--- config.mk ---
export PLATFORM = sky130hd
export DESIGN_NAME = elem_loop_seq
export DESIGN_NICKNAME = d
export VERILOG_FILES = /design/src/rtl/elem_loop_pkg.sv /design/src/rtl/elem_vl_clamp.sv /design/src/rtl/elem_issue_ctrl.sv /design/src/rtl/elem_carry_bank.sv /design/src/rtl/elem_loop_seq.sv
export SDC_FILE = /design/constraint.sdc
export NUM_CORES = 1
export LEC_CHECK = 0
export CORE_UTILIZATION = 45
export CTS_BUF_LIST = sky130_fd_sc_hd__clkbuf_16
export DETAILED_ROUTE_END_ITERATION = 6
export DONT_BUFFER_PORTS = 1
export GPL_ROUTABILITY_DRIVEN = 0
export SLEW_MARGIN = 20
export SYNTH_ARGS = -nofsm -noshare
export SYNTH_HDL_FRONTEND = slang
export SYNTH_HIERARCHICAL = 1
export SYNTH_SLANG_ARGS = --single-unit
--- constraint.sdc ---
create_clock -name clk -period 1.8 [get_ports clk]
set_input_delay 0.18 -clock clk [delete_from_list [all_inputs] [get_ports clk]]
set_output_delay 0.18 -clock clk [all_outputs]
set_load 0.1 [all_outputs]
--- src/rtl/elem_loop_pkg.sv ---
package elem_loop_pkg;
  typedef enum logic {
    SEQ_IDLE  = 1'b0,
    SEQ_ISSUE = 1'b1
  } seq_state_t;

  localparam logic [2:0] CR_FIELD_SCALAR = 3'd0;
  localparam logic [2:0] CR_FIELD_VECTOR = 3'd6;
endpackage

--- src/rtl/elem_vl_clamp.sv ---
module elem_vl_clamp #(
  parameter int MAX_VL = 8,
  parameter int VL_W   = 4,
  localparam int IDX_W = (MAX_VL > 1) ? $clog2(MAX_VL) : 1
) (
  input  logic [VL_W-1:0]  vl_raw,
  output logic [IDX_W-1:0] last_idx
);
  // Turns a length setting into the index of the final element.
  always_comb begin
    if (vl_raw == '0) begin
      last_idx = '0;
    end else if (int'(vl_raw) > MAX_VL) begin
      last_idx = IDX_W'(MAX_VL - 1);
    end else begin
      last_idx = IDX_W'(vl_raw - 1'b1);
    end
  end
endmodule

--- src/rtl/elem_issue_ctrl.sv ---
module elem_issue_ctrl
  import elem_loop_pkg::*;
#(
  parameter int MAX_VL = 8,
  localparam int IDX_W = (MAX_VL > 1) ? $clog2(MAX_VL) : 1
) (
  input  logic             clk,
  input  logic             rst_n,
  input  logic             in_valid,
  input  logic [IDX_W-1:0] last_idx_in,
  input  logic             out_ready,
  output logic             accept,
  output logic             busy,
  output logic [IDX_W-1:0] elem,
  output logic             is_last,
  output logic             multi
);
  seq_state_t       state_q, state_d;
  logic [IDX_W-1:0] elem_q, elem_d;
  logic [IDX_W-1:0] last_q, last_d;
  logic             fire;
  logic             ctl_en;

  assign accept = (state_q == SEQ_IDLE) && in_valid;
  assign fire   = (state_q == SEQ_ISSUE) && out_ready;
  assign ctl_en = accept || fire;

  always_comb begin
    state_d = state_q;
    elem_d  = elem_q;
    last_d  = last_q;
    unique case (state_q)
      SEQ_IDLE: begin
        if (in_valid) begin
          state_d = SEQ_ISSUE;
          elem_d  = '0;
          last_d  = last_idx_in;
        end
      end
      SEQ_ISSUE: begin
        if (out_ready) begin
          if (elem_q == last_q) begin
            state_d = SEQ_IDLE;
          end else begin
            elem_d = elem_q + 1'b1;
          end
        end
      end
      default: state_d = SEQ_IDLE;
    endcase
  end

  always_ff @(posedge clk or negedge rst_n) begin
    if (!rst_n) begin
      state_q <= SEQ_IDLE;
      elem_q  <= '0;
      last_q  <= '0;
    end else if (ctl_en) begin
      state_q <= state_d;
      elem_q  <= elem_d;
      last_q  <= last_d;
    end
  end

  assign busy    = (state_q == SEQ_ISSUE);
  assign elem    = elem_q;
  assign is_last = (elem_q == last_q);
  assign multi   = (last_q != '0);
endmodule

--- src/rtl/elem_carry_bank.sv ---
module elem_carry_bank #(
  parameter int MAX_VL = 8,
  parameter int VL_W   = 4,
  localparam int IDX_W = (MAX_VL > 1) ? $clog2(MAX_VL) : 1
) (
  input  logic              clk,
  input  logic              rst_n,
  input  logic              cw_en,
  input  logic [VL_W-1:0]   cw_idx,
  input  logic              cw_val,
  input  logic              csr_we,
  input  logic [MAX_VL-1:0] csr_wdata,
  input  logic [IDX_W-1:0]  rd_idx,
  output logic              rd_bit,
  output logic [MAX_VL-1:0] bank
);
  logic [MAX_VL-1:0] bank_q, bank_d;
  logic              bank_en;

  // Each bit has its own update term; the whole-register write overrides it.
  for (genvar g = 0; g < MAX_VL; g++) begin : g_bit
    logic hit;
    assign hit = cw_en && (int'(cw_idx) == g);
    always_comb begin
      if (csr_we)   bank_d[g] = csr_wdata[g];
      else if (hit) bank_d[g] = cw_val;
      else          bank_d[g] = bank_q[g];
    end
  end

  assign bank_en = csr_we || cw_en;

  always_ff @(posedge clk or negedge rst_n) begin
    if (!rst_n) begin
      bank_q <= '0;
    end else if (bank_en) begin
      bank_q <= bank_d;
    end
  end

  assign rd_bit = bank_q[rd_idx];
  assign bank   = bank_q;
endmodule

--- src/rtl/elem_loop_seq.sv ---
module elem_loop_seq
  import elem_loop_pkg::*;
#(
  parameter int REG_W  = 5,
  parameter int MAX_VL = 8,
  parameter int VL_W   = 4,
  localparam int IDX_W = (MAX_VL > 1) ? $clog2(MAX_VL) : 1
) (
  input  logic              clk,
  input  logic              rst_n,
  input  logic              in_valid,
  output logic              in_ready,
  input  logic [REG_W-1:0]  in_dst,
  input  logic [REG_W-1:0]  in_src_a,
  input  logic [REG_W-1:0]  in_src_b,
  input  logic              in_carry_use,
  input  logic [VL_W-1:0]   vec_len,
  output logic              uop_valid,
  input  logic              uop_ready,
  output logic [REG_W-1:0]  uop_dst,
  output logic [REG_W-1:0]  uop_src_a,
  output logic [REG_W-1:0]  uop_src_b,
  output logic [IDX_W-1:0]  uop_elem,
  output logic              uop_last,
  output logic              uop_carry_use,
  output logic              uop_carry_in,
  output logic [2:0]        uop_cr_field,
  input  logic              cw_en,
  input  logic [VL_W-1:0]   cw_idx,
  input  logic              cw_val,
  input  logic              csr_we,
  input  logic [MAX_VL-1:0] csr_wdata,
  output logic [MAX_VL-1:0] csr_rdata
);
  localparam int NOPS = 3;

  logic [IDX_W-1:0] last_idx_in;
  logic             accept;
  logic             busy;
  logic [IDX_W-1:0] elem;
  logic             multi;

  elem_vl_clamp #(.MAX_VL(MAX_VL), .VL_W(VL_W)) u_clamp (
    .vl_raw   (vec_len),
    .last_idx (last_idx_in)
  );

  elem_issue_ctrl #(.MAX_VL(MAX_VL)) u_ctrl (
    .clk         (clk),
    .rst_n       (rst_n),
    .in_valid    (in_valid),
    .last_idx_in (last_idx_in),
    .out_ready   (uop_ready),
    .accept      (accept),
    .busy        (busy),
    .elem        (elem),
    .is_last     (uop_last),
    .multi       (multi)
  );

  elem_carry_bank #(.MAX_VL(MAX_VL), .VL_W(VL_W)) u_carry (
    .clk       (clk),
    .rst_n     (rst_n),
    .cw_en     (cw_en),
    .cw_idx    (cw_idx),
    .cw_val    (cw_val),
    .csr_we    (csr_we),
    .csr_wdata (csr_wdata),
    .rd_idx    (elem),
    .rd_bit    (uop_carry_in),
    .bank      (csr_rdata)
  );

  // Operand base registers, captured on acceptance.
  logic [REG_W-1:0] base_in [NOPS];
  logic [REG_W-1:0] base_q  [NOPS];
  logic [REG_W-1:0] step    [NOPS];
  logic             cuse_q;

  assign base_in[0] = in_dst;
  assign base_in[1] = in_src_a;
  assign base_in[2] = in_src_b;

  for (genvar k = 0; k < NOPS; k++) begin : g_opnd
    always_ff @(posedge clk or negedge rst_n) begin
      if (!rst_n) begin
        base_q[k] <= '0;
      end else if (accept) begin
        base_q[k] <= base_in[k];
      end
    end
    assign step[k] = base_q[k] + REG_W'(elem);
  end

  always_ff @(posedge clk or negedge rst_n) begin
    if (!rst_n) begin
      cuse_q <= 1'b0;
    end else if (accept) begin
      cuse_q <= in_carry_use;
    end
  end

  assign in_ready      = !busy;
  assign uop_valid     = busy;
  assign uop_dst       = step[0];
  assign uop_src_a     = step[1];
  assign uop_src_b     = step[2];
  assign uop_elem      = elem;
  assign uop_carry_use = cuse_q;
  assign uop_cr_field  = multi ? CR_FIELD_VECTOR : CR_FIELD_SCALAR;
endmodule

==> impl_metrics.toml, run 1 <==
[timing]
fmax_ghz = 0.4704
finClkSkew_ns = 0.005838
max_slew_margin = 0.6402
setup_viol = 15
timing.final.max_slew_violations = 0
fin_crit_ns = 2.126
setup_ws_ns = -0.3259
worst_pin_slew_ns = 0.5441
hold_viol_final = 0
rsz0062_at_grt = "true"
layout_worst_path_cycle_share = 1.181

[yosys]
synth_top_cell_by_area = "dfrtp_1"
synth_warnings = 6
yosys-top-cells-count = "dfrtp_1 (31), inv_1 (18), mux2_2 (12), ha_1 (11), xnor2_1 (11)"
synth_cell_types = 46
synth_top_area_share = 0.3783
synth.avg_cell_area_um2 = 11.15
synth.ff_latch_count = 31
ys_seq_area_frac = 0.3783
synth.most_common_cell = "dfrtp_1"
synth_edf_count = 0
synth_ff_type = "dfrtp_1"
synth_cells = 184
synth_fp_nets = 237
syn-cell-area_um2 = 2051
synthTopCellsByArea = "dfrtp_1 (38%), ha_1 (6.7%), mux2_2 (6.6%)"
async_reset_ff_frac = 1.000

[clocking]
htreeDepth = 2
cts_buffers = 5
clk_latency_ns = 0.27
root_buffer = "clkbuf_16"
clkSlewWorstSetupHoldPaths_ns = 0.05
clock_sinks = 31
cts_tree = "yes"
cts_buffer_depth = 2

[global_route]
gr-total-overflow = 0
grt_start_max_net_pins = 32
grt_usage = 0.2049
grt_pass1_wl_um = 7776
grt_pass1_vias = 1691
antenna_found_initial = 0

[setup_path]
required_ns = 1.62
startpoint_type = "flop"
crit_type = "flop to output port"
critPathTopFamily = "adder cells"
worstPathArrival_ns = 1.95
worst_path_largest_cell_delay_ns = 0.41
end_kind = "output port"
path_cells = "buf_6 > ha_4 > inv_2 > fa_2 > nor2b_1 > o21ai_2 > xnor2_4 > buf_12"
path_buf_inv = 3
slowest_stage = "dfrtp_4"
crit_path_max_fanout = 3

[final_layout]
drive_gt1_frac = 0.5702
syn_to_final_growth_pct = 57.11
n_fill_cell = 295
final_nets = 287
layoutNonFillerInstCount = 287
postLayoutCoreUtil = 0.7399
diodes = 0

[placement]
port_buffers = 0
place_inst = 270
dp_hpwl_um = 3382

[floorplan]
rows = 24
dieArea_um2 = 4831
start_util = 0.4710
io_pins = 73
die_x_um = 69.51
coreArea_um2 = 4354
die_h_um = 69.51

[drt]
drc = 0
drtPass1Iterations = 5
ant_nets = 0
drt-initial-drc-count = 57
wl_per_cell_um = 16.48
vias = 1588
finalWirelength_um = 4731
viasPerCell = 5.533

[run]
drv_cap = 0

[run_status]
violations = "setup timing"
outcome = "finished, violations left"

[hold_path]
hold_path_class = "primary input to flop"
-- layer usage --
metal	vias to the layer above	track usage	routed length (µm)
li1	749	-	-
met1	774	0.2495	1828
met2	61	0.3506	2521
met3	4	0.06105	351
met4	0	0.05896	31
met5	-	0	0
-- state kept, by name (all words and copies together) (netlist names) --
register	flops
u_ctrl/last_q	3
u_ctrl/elem	3
u_ctrl/busy	1
u_carry/bank	8
uop_carry_use	1
base_q	15
-- final timing paths --
check / start / cells past startpoint / slack, ns / to
worst max-delay path: u_ctrl/elem[0] / 8 / -0.33 / uop_dst[4]
worst min-delay path: uop_ready / 1 / 0.01 / u_ctrl/busy
worst max register to register: u_ctrl/elem[0] / 5 / -0.09 / u_ctrl/elem[2]
worst min register to register: base_q[5] / 1 / 0.53 / base_q[5]
max in group asynchronous: rst_n / 2 / 1.24 / u_ctrl/elem[1]
min in group asynchronous: rst_n / 2 / 0.36 / base_q[8]
-- logic make-up (layout without fill, tap and decap cells) --
kind of cell,after synthesis,in the layout,share of synthesized area
adders and majority gates,15,15,0.1019
DFF,31,31,0.3783
and+or+nand+nor,38,38,0.1129
AOI/OAI and AO/OA,39,39,0.1391
buffers and inverters,25,76,0.06650
other,1,1,0.001829
xor gates and xnor gates,15,15,0.06406
muxes,20,20,0.1355
-- layout by cell type (no fill, tap or decap), types with 3 or more instances in the layout --
cell | netlist | routed
a21o_1 | 5 | 5
a21oi_1 | 6 | 3
a21oi_4 | 0 | 3
a221o_1 | 4 | 4
a31oi_1 | 3 | 3
buf_12 | 1 | 18
buf_4 | 3 | 23
buf_6 | 2 | 7
clkbuf_16 | 0 | 5
clkinvlp_4 | 0 | 3
dfrtp_1 | 31 | 19
dfrtp_2 | 0 | 8
dfrtp_4 | 0 | 4
fa_2 | 0 | 3
ha_4 | 0 | 8
inv_1 | 18 | 14
inv_2 | 0 | 3
mux2_2 | 12 | 11
mux2_4 | 6 | 7
nand2_1 | 10 | 9
nand2b_1 | 5 | 5
nor2b_1 | 7 | 5
o211ai_1 | 8 | 8
xnor2_4 | 0 | 9
xor2_1 | 4 | 3
-- what timing repair did --
action | 4_1_cts | 5_1_grt
setup buffers | 4 | 3
resized for setup | 15 | 12
pin swaps | 6 | 7
hold buffers | 2 | 0
endpoints found under the setup margin | 15 | 16
hold endpoints to repair | 31 | 0
-- through the flow --
step	instance area [µm²]	hold WS, ns	setup WS, ns	setup TNS (ns)
3_5_place_dp	2878	-0.1152	-0.09683	-0.2882
2_1_floorplan	2382	-0.1156	-0.5272	-3.964
6_report	3222	0.01057	-0.3259	-2.773
4_1_cts	3132	0.006668	-0.3107	-2.902
3_3_place_gp	2878	-0.1150	-0.07885	-0.1316
5_1_grt	3222	0.004164	-0.4156	-3.626
-- final cells by class --
| type | count | area [µm²] | share of cell area |
|---|---|---|---|
| multi-input cells | 128 | 1503 | 0.4664 |
| flip-flops and latches | 31 | 800.8 | 0.2485 |
| repair buffers | 50 | 636.9 | 0.1977 |
| clock buffers | 5 | 125.1 | 0.03883 |
| inverters | 18 | 78.83 | 0.02447 |
| well taps | 52 | 65.06 | 0.02019 |
| clock inverters | 3 | 12.51 | 0.003883 |
Power of run 1 is left out: the tool's default activity adds up to more than one toggle a clock period on the data nets, which glitch-free logic cannot reach.
==> run 2: changes to the inputs <==
--- a/config.mk
+++ b/config.mk
@@ -7,9 +7,11 @@
 export LEC_CHECK = 0
 export CORE_UTILIZATION = 45
 export CTS_BUF_LIST = sky130_fd_sc_hd__clkbuf_16
+export CTS_CLUSTER_SIZE = 16
 export DETAILED_ROUTE_END_ITERATION = 6
 export DONT_BUFFER_PORTS = 1
 export GPL_ROUTABILITY_DRIVEN = 0
+export REMOVE_ABC_BUFFERS = 1
 export SLEW_MARGIN = 20
 export SYNTH_ARGS = -nofsm -noshare
 export SYNTH_HDL_FRONTEND = slang
==> run 2 against run 1 <==
  * The flow still finishes with violations (setup timing)
  * Maximum frequency up 1.8%
  * Sequential share of layout area about the same
  * Non-clock buffer count up 1
  * Core utilization down 2.1 points
  * Wire length up 17%
  * Hold slack worse by 0.00076 ns
  * Critical endpoint is now uop_src_a[4]
  * Largest cell class unchanged
==> impl_metrics.toml, run 2 (same netlist as run 1, synthesis figures left out) <==
[final_layout]
final_cell_mix = "dfrtp_1 (30), buf_4 (24), buf_12 (19)"
layoutNonFillerInstCount = 288
n_fill_cell = 304
design_area_um2 = 3132
largest_register = "base_q"
final_nets = 288
mostFrequentLayoutCell = "dfrtp_1"
largest_register_ff_count = 15
syn_to_final_growth_pct = 52.71
diodes = 0
drive_gt1_frac = 0.5169

[floorplan]
coreArea_um2 = 4354
start_util = 0.4710
rows = 24
io_pins = 73
die_h_um = 69.51
dieArea_um2 = 4831
die_x_um = 69.51

[timing]
setup_ws_ns = -0.2884
finClkSkew_ns = 0.003330
worst_pin_slew_ns = 0.5444
fmax_ghz = 0.4788
hold_viol_final = 0
setup_viol = 15
timing.final.max_slew_violations = 0
rsz0062_at_grt = "true"
fin_crit_ns = 2.088
layout_worst_path_cycle_share = 1.160
max_slew_margin = 0.6400

[placement]
place_inst = 274
dp_hpwl_um = 3611
place_area_um2 = 2681
port_buffers = 0

[drt]
finalWirelength_um = 5553
drtPass1Iterations = 6
drc = 0
wl_per_cell_um = 19.28
drt-initial-drc-count = 43
ant_nets = 0
vias = 1647
viasPerCell = 5.719

[setup_path]
crit_path_max_fanout = 4
worstPathArrival_ns = 1.91
startpoint_type = "flop"
end_kind = "output port"
required_ns = 1.62
crit_type = "flop to output port"

[clocking]
cts_buffers = 5
clock_sinks = 31
htreeDepth = 2
cts_tree = "yes"
root_buffer = "clkbuf_16"
cts_buffer_depth = 2
clkSlewWorstSetupHoldPaths_ns = 0.05
clk_latency_ns = 0.28

[run]
drv_cap = 0

[global_route]
grt_usage = 0.2413
grt_pass1_wl_um = 9018
grt_start_max_net_pins = 32
antenna_found_initial = 0
gr-total-overflow = 0
grt_pass1_vias = 1822

[run_status]
violations = "setup timing"
outcome = "finished, violations left"

[hold_path]
hold_path_class = "primary input to flop"
-- run 2: cell types whose count changed in the layout (fill, tap and decap cells not counted), sizes merged --
cell	previous run	this run
clkinv	1	2
clkinvlp	3	0
bufinv	0	1
inv	17	18
buf	49	50
-- run 2: routing by layer --
metal  GRT usage  vias up  wire length [µm]
li1            -      756                 -
met1      0.2650      803              2014
met2      0.4207       70              2989
met3     0.05959       18               315
met4      0.1406        0               233
met5           0        -                 0
-- run 2: final timing paths --
| path | slack, ns | endpoint | cells past startpoint | from |
|---|---|---|---|---|
| worst max-delay path | -0.29 | uop_src_a[4] | 6 | u_ctrl/elem[0] |
| worst min-delay path | 0.01 | u_ctrl/busy | 1 | uop_ready |
| worst max register to register | -0.16 | u_ctrl/elem[2] | 5 | u_ctrl/elem[0] |
| worst min register to register | 0.51 | uop_carry_use | 1 | uop_carry_use |
| max in group asynchronous | 1.26 | u_ctrl/elem[0] | 2 | rst_n |
| min in group asynchronous | 0.35 | base_q[13] | 2 | rst_n |
-- run 2: worst max-delay path, cell delays in order (launching register included) --
cell	delay (ns)
dfrtp_2	0.46
ha_4	0.19
fa_2	0.38
a21o_1	0.17
nand2_2	0.08
xnor2_2	0.14
buf_12	0.20
-- run 2: repair_timing --
| action | 4_1_cts | 5_1_grt |
|---|---|---|
| hold buffers | 2 | 0 |
| setup endpoints to repair | 15 | 15 |
| pin swaps | 19 | 9 |
| setup buffers | 4 | 2 |
| hold endpoints to repair | 31 | 0 |
| gates resized for setup | 38 | 9 |
-- run 2: layout make-up --
| cell class | count | area, µm² | area share |
|---|---|---|---|
| multi-input cells | 128 | 1409 | 0.4499 |
| flip-flops and latches | 31 | 777.0 | 0.2481 |
| clock inverters | 3 | 38.79 | 0.01239 |
| well taps | 52 | 65.06 | 0.02078 |
| repair buffers | 51 | 649.4 | 0.2074 |
| inverters | 18 | 67.56 | 0.02157 |
| clock buffers | 5 | 125.1 | 0.03995 |
-- run 2: stage by stage --
stage	setup TNS [ns]	util	hold slack, ns	setup slack [ns]
final	-2.472	0.7193	0.009805	-0.2884
after global routing	-3.149	0.7193	0.01586	-0.3341
after CTS	-2.229	0.7089	0.007195	-0.2737
after detailed placement	-0.1733	0.6158	-0.1148	-0.05600
after global placement	-0.05410	0.6158	-0.1145	-0.02713
after floorplan	-36.68	-	-0.1156	-2.052
Power of run 2 is left out for the same reason.
==> run 3: changes to the inputs <==
--- a/config.mk
+++ b/config.mk
@@ -11,6 +11,7 @@
 export DETAILED_ROUTE_END_ITERATION = 6
 export DONT_BUFFER_PORTS = 1
 export GPL_ROUTABILITY_DRIVEN = 0
+export PLACE_DENSITY = 0.65
 export REMOVE_ABC_BUFFERS = 1
 export SLEW_MARGIN = 20
 export SYNTH_ARGS = -nofsm -noshare
==> run 3 against run 2 <==
  * The flow still finishes with violations (setup timing)
  * Global-route usage shrank 0.087 points
  * Critical path depth rose by 1
  * Clock skew down 0.0011 ns
  * Critical path type unchanged
  * Cell count down 0.35%
  * Design area grew 2.0%
  * Via count is 0.67% higher
  * Sequential share of layout area shrank 0.45 points
  * Wire length rose by 3.4%
  * Critical endpoint is now uop_dst[4]
  * Highest routed layer unchanged
==> impl_metrics.toml, run 3 (same netlist as run 1, synthesis figures left out) <==
[timing]
hold_viol_final = 0
fin_crit_ns = 2.107
setup_viol = 14
timing.final.max_slew_violations = 0
rsz0062_at_grt = "true"
finClkSkew_ns = 0.002237
setup_ws_ns = -0.3069
layout_worst_path_cycle_share = 1.170
fmax_ghz = 0.4746

[drt]
drtPass1Iterations = 4
drt-initial-drc-count = 106
viasPerCell = 5.777
wl_per_cell_um = 20.00
vias = 1658
finalWirelength_um = 5740
drc = 0
ant_nets = 0

[global_route]
grt_start_max_net_pins = 32
grt.busiest_layer = "met2"
met2_usage = 0.4434
grt_usage = 0.2405
grt_util_met1 = 0.2634
antenna_found_initial = 0
grt_pass1_vias = 1783
grt_pass1_wl_um = 8880
gr-total-overflow = 0
globalRouteMet3Util = 0.06395

[setup_path]
crit_type = "flop to output port"
worstPathArrival_ns = 1.93
required_ns = 1.62
end_kind = "output port"
startpoint_type = "flop"
crit_path_max_fanout = 5

[final_layout]
postLayoutCoreUtil = 0.7336
layoutNonFillerInstCount = 287
diodes = 0
mostFrequentLayoutCell = "dfrtp_1"
multi_input_area_um2 = 1438
largest_register_ff_count = 15
final_nets = 287
syn_to_final_growth_pct = 55.77
largest_register = "base_q"
drive_gt1_frac = 0.5234
seq_area_um2 = 778.2
n_fill_cell = 271
final_cell_mix = "dfrtp_1 (29), buf_4 (25), buf_12 (20)"

[clocking]
htreeDepth = 2
root_buffer = "clkbuf_16"
cts_buffers = 5
cts_tree = "yes"
clock_sinks = 31
clkSlewWorstSetupHoldPaths_ns = 0.05
clk_latency_ns = 0.28
cts_buffer_depth = 2

[hold_path]
hold_path_class = "primary input to flop"

[floorplan]
io_pins = 73
start_util = 0.4710
die_x_um = 69.51
rows = 24
coreArea_um2 = 4354
dieArea_um2 = 4831
die_h_um = 69.51

[run_status]
violations = "setup timing"
outcome = "finished, violations left"

[placement]
port_buffers = 0
dp_hpwl_um = 3652
place_inst = 272

[run]
drv_cap = 0
[run 3: final timing paths]
kind	startpoint	end	slack, ns	cells after the start
max in group asynchronous	rst_n	u_ctrl/elem[0]	1.24	2
max	u_ctrl/elem[0]	uop_dst[4]	-0.31	7
min	uop_ready	u_ctrl/busy	0.008	1
max reg2reg	u_ctrl/elem[1]	u_ctrl/elem[2]	0.01	6
min reg2reg	uop_carry_use	uop_carry_use	0.51	1
min in group asynchronous	rst_n	base_q[0]	0.38	2
[run 3: worst max-delay path, cell delays in order, from the launching register on]
cell,delay [ns]
dfrtp_2,0.46
ha_4,0.17
inv_2,0.05
fa_2,0.37
nor2b_2,0.15
o21ai_2,0.08
xnor2_2,0.18
buf_12,0.20
[run 3: metrics by stage]
step	hold slack (ns)	TNS, ns	area, µm²	setup slack (ns)
final	0.007704	-2.409	3194	-0.3069
after global routing	0.002512	-2.971	3194	-0.3463
after CTS	0.004081	-2.208	3043	-0.3041
after detailed placement	-0.1147	-0.3619	2666	-0.1402
after global placement	-0.1146	-0.1172	2666	-0.04875
after floorplan	-0.1156	-36.68	1982	-2.052
[run 3: per-layer routing]
metal | part of all wire | vias up
met5 | 0 | -
met3 | 0.063 | 12
met2 | 0.54 | 69
li1 | - | 752
met1 | 0.38 | 825
met4 | 0.021 | 0
[run 3: final cells by class]
class / instances / area share
clock buffer: 5 / 0.03917
clock inverter: 3 / 0.01998
inverter: 18 / 0.02115
multi-input combinational: 128 / 0.4501
sequential: 31 / 0.2436
tap: 52 / 0.02037
timing repair buffer: 50 / 0.2056
[run 3: what timing repair did]
item / in CTS / in global routing
gates cloned: 0 / 1
buffers inserted: 0 / 4
pin swaps: 14 / 15
hold buffers: 2 / 0
resized for setup: 34 / 15
setup endpoints to repair: 15 / 15
hold endpoints to repair: 31 / 0
Power of run 3 is left out for the same reason.
